===== config.mk =====
export PLATFORM = sky130hd
export DESIGN_NAME = i2c_fifo_pair
export DESIGN_NICKNAME = d
export VERILOG_FILES = /design/src/rtl/i2cfp_pkg.sv /design/src/rtl/i2cfp_fifo.sv /design/src/rtl/i2cfp_events.sv /design/src/rtl/i2c_fifo_pair.sv
export SDC_FILE = /design/constraint.sdc
export NUM_CORES = 1
export LEC_CHECK = 0
export ABC_AREA = 1
export CORE_UTILIZATION = 45
export DETAILED_ROUTE_END_ITERATION = 8
export GPL_ROUTABILITY_DRIVEN = 1
export PLACE_DENSITY_LB_ADDON = 0.3
export SYNTH_ARGS = -nofsm -noshare
export SYNTH_HDL_FRONTEND = slang
export SYNTH_SLANG_ARGS = --single-unit

===== constraint.sdc =====
create_clock -name clk -period 3.45 [get_ports clk]
set_input_delay 0.69 -clock clk [delete_from_list [all_inputs] [get_ports clk]]
set_output_delay 0.69 -clock clk [all_outputs]
set_load 0.03 [all_outputs]

===== src/rtl/i2cfp_pkg.sv =====
package i2cfp_pkg;

  // zero-based occupancy: an empty queue and a single entry both read 0
  function automatic int unsigned occ_zero_based(input int unsigned entries);
    return (entries == 0) ? 0 : entries - 1;
  endfunction

  // threshold is stored as (wanted count - 1)
  function automatic logic level_reached(input int unsigned entries,
                                         input int unsigned thr_m1);
    return entries >= thr_m1 + 1;
  endfunction

  function automatic logic at_most_half(input int unsigned entries,
                                        input int unsigned depth);
    return entries <= depth / 2;
  endfunction

endpackage


===== src/rtl/i2cfp_fifo.sv =====
module i2cfp_fifo #(
  parameter int W     = 8,
  parameter int DEPTH = 16
) (
  input  logic                         clk,
  input  logic                         rst_n,
  input  logic                         clr,
  input  logic                         push,
  input  logic                         pop,
  input  logic [W-1:0]                 wdata,
  output logic [W-1:0]                 head,
  output logic [$clog2(DEPTH+1)-1:0]   count,
  output logic                         full,
  output logic                         empty
);
  localparam int AW = $clog2(DEPTH);
  localparam int CW = $clog2(DEPTH + 1);

  logic [W-1:0]  mem [DEPTH];
  logic [AW-1:0] wr_ptr, rd_ptr;
  logic          do_push, do_pop;

  function automatic logic [AW-1:0] ptr_next(input logic [AW-1:0] p);
    return (p == AW'(DEPTH - 1)) ? '0 : p + 1'b1;
  endfunction

  assign full    = (count == CW'(DEPTH));
  assign empty   = (count == '0);
  assign do_pop  = pop && !empty && !clr;
  assign do_push = push && !full && !clr;
  assign head    = mem[rd_ptr];

  always_ff @(posedge clk) begin
    if (do_push) mem[wr_ptr] <= wdata;
  end

  always_ff @(posedge clk) begin
    if (!rst_n || clr) begin
      wr_ptr <= '0;
      rd_ptr <= '0;
      count  <= '0;
    end else begin
      if (do_push) wr_ptr <= ptr_next(wr_ptr);
      if (do_pop)  rd_ptr <= ptr_next(rd_ptr);
      count <= count + CW'(do_push) - CW'(do_pop);
    end
  end

  // a push into a full queue without a pop leaves the level unchanged
  assert_no_overflow_R8: assert property (@(posedge clk) disable iff (!rst_n)
    (full && push && !pop && !clr) |=> (full && $stable(count)));

  // a pop of an empty queue without a push leaves it empty
  assert_no_underflow_R10: assert property (@(posedge clk) disable iff (!rst_n)
    (empty && pop && !push) |=> empty);

  // the level never exceeds the depth
  assert_count_bound_R1: assert property (@(posedge clk) disable iff (!rst_n)
    count <= CW'(DEPTH));

endmodule


===== src/rtl/i2cfp_events.sv =====
module i2cfp_events
  import i2cfp_pkg::*;
#(
  parameter int DEPTH = 16
) (
  input  logic                         clk,
  input  logic                         rst_n,
  input  logic [$clog2(DEPTH+1)-1:0]   tx_count,
  input  logic [$clog2(DEPTH+1)-1:0]   rx_count,
  input  logic [$clog2(DEPTH)-1:0]     rx_thr_m1,
  output logic                         ev_rx_thresh,
  output logic                         ev_tx_empty,
  output logic                         ev_tx_half
);
  assign ev_rx_thresh = level_reached(int'(rx_count), int'(rx_thr_m1));
  assign ev_tx_empty  = (tx_count == '0);
  assign ev_tx_half   = at_most_half(int'(tx_count), DEPTH);

  // an empty queue is always also at most half full
  assert_empty_implies_half_R6: assert property (@(posedge clk) disable iff (!rst_n)
    ev_tx_empty |-> ev_tx_half);

endmodule


===== src/rtl/i2c_fifo_pair.sv =====
module i2c_fifo_pair
  import i2cfp_pkg::*;
#(
  parameter int DEPTH = 16,
  parameter int TX_W  = 10,
  parameter int RX_W  = 8
) (
  input  logic                        clk,
  input  logic                        rst_n,
  input  logic                        tx_flush,
  input  logic                        tx_wr,
  input  logic [TX_W-1:0]             tx_wdata,
  input  logic                        tx_pop,
  output logic [TX_W-1:0]             tx_head,
  input  logic                        rx_push,
  input  logic [RX_W-1:0]             rx_wdata,
  input  logic                        rx_rd,
  output logic [RX_W-1:0]             rx_rdata,
  input  logic                        thr_wr,
  input  logic [$clog2(DEPTH)-1:0]    thr_val,
  output logic [$clog2(DEPTH)-1:0]    tx_occ,
  output logic [$clog2(DEPTH)-1:0]    rx_occ,
  output logic                        tx_full,
  output logic                        tx_empty,
  output logic                        rx_full,
  output logic                        rx_empty,
  output logic                        tx_ovf,
  output logic                        ev_rx_thresh,
  output logic                        ev_tx_empty,
  output logic                        ev_tx_half
);
  localparam int AW = $clog2(DEPTH);
  localparam int CW = $clog2(DEPTH + 1);

  logic [CW-1:0]   tx_count, rx_count;
  logic [RX_W-1:0] rx_head;
  logic [AW-1:0]   rx_thr_m1;
  logic            tx_drop;   // write lost because the queue was full
  logic            rx_take;   // read that actually removes a byte

  i2cfp_fifo #(.W(TX_W), .DEPTH(DEPTH)) u_txq (
    .clk(clk), .rst_n(rst_n), .clr(tx_flush),
    .push(tx_wr), .pop(tx_pop), .wdata(tx_wdata),
    .head(tx_head), .count(tx_count), .full(tx_full), .empty(tx_empty)
  );

  i2cfp_fifo #(.W(RX_W), .DEPTH(DEPTH)) u_rxq (
    .clk(clk), .rst_n(rst_n), .clr(1'b0),
    .push(rx_push), .pop(rx_rd), .wdata(rx_wdata),
    .head(rx_head), .count(rx_count), .full(rx_full), .empty(rx_empty)
  );

  i2cfp_events #(.DEPTH(DEPTH)) u_ev (
    .clk(clk), .rst_n(rst_n),
    .tx_count(tx_count), .rx_count(rx_count), .rx_thr_m1(rx_thr_m1),
    .ev_rx_thresh(ev_rx_thresh), .ev_tx_empty(ev_tx_empty), .ev_tx_half(ev_tx_half)
  );

  assign tx_drop = tx_wr && tx_full && !tx_flush;
  assign rx_take = rx_rd && !rx_empty;
  assign tx_occ  = AW'(occ_zero_based(int'(tx_count)));
  assign rx_occ  = AW'(occ_zero_based(int'(rx_count)));

  always_ff @(posedge clk) begin
    if (!rst_n) begin
      rx_thr_m1 <= '0;
      rx_rdata  <= '0;
      tx_ovf    <= 1'b0;
    end else begin
      if (thr_wr)  rx_thr_m1 <= thr_val;
      if (rx_take) rx_rdata  <= rx_head;
      if (tx_flush)     tx_ovf <= 1'b0;
      else if (tx_drop) tx_ovf <= 1'b1;
    end
  end

  // a flush leaves the transmit queue empty and the overflow cleared
  assert_flush_empties_R7: assert property (@(posedge clk) disable iff (!rst_n)
    tx_flush |=> (tx_empty && !tx_ovf));

  // the overflow indication is sticky until a flush
  assert_ovf_sticky_R8: assert property (@(posedge clk) disable iff (!rst_n)
    (tx_ovf && !tx_flush) |=> tx_ovf);

  // reading an empty receive queue keeps the returned byte
  assert_empty_read_holds_R9: assert property (@(posedge clk) disable iff (!rst_n)
    (rx_rd && rx_empty) |=> $stable(rx_rdata));

  // the threshold event never fires on an empty receive queue
  assert_thresh_nonempty_R5: assert property (@(posedge clk) disable iff (!rst_n)
    ev_rx_thresh |-> !rx_empty);

  // zero-based occupancy reads its top value only when full
  assert_occ_top_R3: assert property (@(posedge clk) disable iff (!rst_n)
    (tx_occ == AW'(DEPTH - 1)) |-> tx_full);

endmodule


==> results.md <==
- Status: finished, final reports clean
- Max-slew violation count: 0
- Antenna cells: 0
- Pwr/cell area: 615 nW/um^2
- Antenna Nets Post-Route: 0
- Drt first pass iters: 5
- Clk root buf: clkbuf_16
- Ratio of cells with drive above 1 in the final layout: 6.39%
- FF+latch count, synth: 331
- Post-synthesis sequential area ratio: 66.0%
- Die H: 181 um
- Ranking of synthesized cells by area: edfxtp_1 60%, nand2_1 7.8%, dfxtp_1 6.0%
- Gr usage total: 19.1%
- Clock Sinks: 331
- First-pass GRT wire length: 48800 um
- Maximum vdd drop: 0.699 mV
- Mapped Cells: 1362
- Worst EP arrival: 2490 ps
- Fill cell instance count of the final layout: 2716
- Final total power: 10.2 mW
- H-tree levels: 2
- Clk_skew: 33.0 ps
- Maximum number of pins on one net before global-route repair: 84
- Unique masters post-synth: 30
- Vias in the first global route: 9118
- Residual DRC: 0
- Overall via count from detail_route: 9556
- CP Capture Type: output pin
- Final hold viol count: 0
- Static leakage: 6.45 nW
- IO Pins: 64
- Post-route clock period utilization: 92.0%
- Row cnt: 65
- CTS tree: done
- Biggest area consumer among synthesized cells: edfxtp_1
- Worst path bufs/invs: 2
- Worst-Margin Slew: 1230 ps
- Primary FF master, synth: edfxtp_1
- Final WL: 30600 um
- Die area: 32700 um^2
- Core Util, Final: 52.6%
- Final min period: 3180 ps
- Synth top area share: 60.0%
- DIE WIDTH: 181 um
- Maxcap violations: 0
- Setup TNS: 0 ps
- # nets final: 1502
- Crit-path slowest cell: clkdlybuf4s50_1
- GP Congestion: 0.820
- Final setup viols: 0
- CP cell instances: ha_1 -> inv_1 -> ha_1 -> o21ai_0 -> nand2_1 -> nand2_1 -> nand2_1 -> a21oi_1 -> o21bai_1 -> clkdlybuf4s50_1
- Design Area, Final: 16600 um^2
- Worst path top cell family by delay: buffers and inverters
- Initial antenna violation count: 1
- CP most frequent cell: nand2_1
- Cell Area, Synth: 14400 um^2
- Grt total ovfl: 0
- Max transition margin: 18.0%
- Worst-path maximum fanout: 3
- CTS Buf Count: 35
- Post-DP Area: 15500 um^2
- Fraction of registers with async set/reset: 0%
- Most frequent cells in the layout: 298 x nand2_1, 288 x edfxtp_1, 199 x inv_1, 160 x nand3_1, 75 x nor2_1
- Syn Nets: 1431
- Number of setup buffers added after CTS: 0
- CP Launch Type: flip-flop
- Drt first-iter violations: 747
- Setup CP Type: reg2out
- Maximum root-to-sink buffer count: 3
- Hold Worst Slack: 484 ps
- Worst min path class: reg2reg
- Post_cts resized: 0
- Area of the core: 31600 um^2
- WL/cell: 16.5 um
- Most common cell after layout, fill and taps aside: nand2_1
- Max incr delay on CP: 690 ps
- Syn. warnings: 0
- Maximum operating frequency: 0.315 GHz
- Via density: 5.14
- WP data required: 2760 ps
- Number of hold buffers added after CTS: 0
- Effective utilization at floorplan: 45.7%
- Clock transition at path regs: 60 ps
- # port buffers: 63
- Worst-Skew Late Latency: 520 ps
- Avg Cell Area, Syn: 10.6 um^2
- Layout overhead on the synthesized area: 15.2%
- DP HPWL: 19400 um
- Post-synth EDFFs: 288
- Unrepaired setup endpoints after global routing: no
-- Yosys cell counts, types with 2 or more instances --
cell type and number:
a21oi_1 67, buf_1 4, buf_2 27, buf_4 10, clkbuf_1 20, clkinv_1 3, dfxtp_1 43, edfxtp_1 288
fa_1 2, ha_1 37, inv_1 199, inv_2 5, nand2_1 298, nand3_1 160, nand4_1 2, nor2_1 76
nor3_1 2, o211ai_1 40, o21ai_0 57, o21ai_1 2, o21bai_1 3, o22ai_1 2, xnor2_1 4, xor2_1 5
-- metrics by stage --
step	cells	worst slack, ps
6_report	1858	274
2_1_floorplan	1362	629
5_1_grt	1858	130
3_5_place_dp	1798	339
4_1_cts	1858	190
3_3_place_gp	1798	400
-- tightest hold or removal path, delay by kind of cell, from the launching register on --
kind	cells	cell delay [ps]
simple gates	1	70
compound gates	1	40
flops	1	330
-- power breakdown --
group | total, mW | switching, mW | internal (mW)
combinational | 2.11 | 1.38 | 0.732
clock | 3.51 | 1.50 | 2.02
sequential | 4.57 | 0.0859 | 4.49
total | 10.2 | 2.96 | 7.23
-- registers in the layout, indices dropped and copies added, names as in the netlist, named ones only --
signal and flops:
u_txq.rd_ptr 4, tx_ovf 1, u_rxq.rd_ptr 4, rx_thr_m1 4, u_rxq.mem 128, u_txq.mem 160
u_txq.wr_ptr 4, rx_rdata 8, u_txq.count 5, u_rxq.count 5, u_rxq.wr_ptr 4
-- area by class of cell --
cell class | instances | area, um^2 | area share (%)
clock buffer | 39 | 891 | 5.37
tap | 402 | 503 | 3.03
timing repair buffer | 95 | 908 | 5.47
sequential | 331 | 9520 | 57.3
clock inverter | 21 | 176 | 1.06
inverter | 207 | 777 | 4.68
multi-input combinational | 763 | 3830 | 23.1
-- final timing paths --
kind / from / depth (start not counted) / endpoint / slack [ps]
max: rx_thr_m1[0] / 10 / ev_rx_thresh / 270
min: tx_ovf / 2 / tx_ovf / 480
max reg2reg: u_txq.count[2] / 14 / u_txq.count[4] / 700
min reg2reg: tx_ovf / 2 / tx_ovf / 480
-- logic make-up (layout without fill, tap and decap cells) --
group                    after synthesis  count (layout)  synth area share (%)
XOR/XNOR                               9               9                 0.547
AND/OR/NAND/NOR                      541             541                  15.6
AO/OA/AOI/OAI                        174             174                  6.88
flip-flops                           331             331                  66.0
adder cells (fa/ha/maj)               39              39                  3.49
buffers and inverters                268             362                  7.48
-- routing by layer --
layer,vias up,share of wire [%],global-route usage [%]
li1,4713,-,-
met2,253,48,31.9
met3,46,5.7,3.91
met1,4542,44,25.1
met4,2,2.1,5.49
met5,-,0.042,0
(Power assumes the default switching activity.)
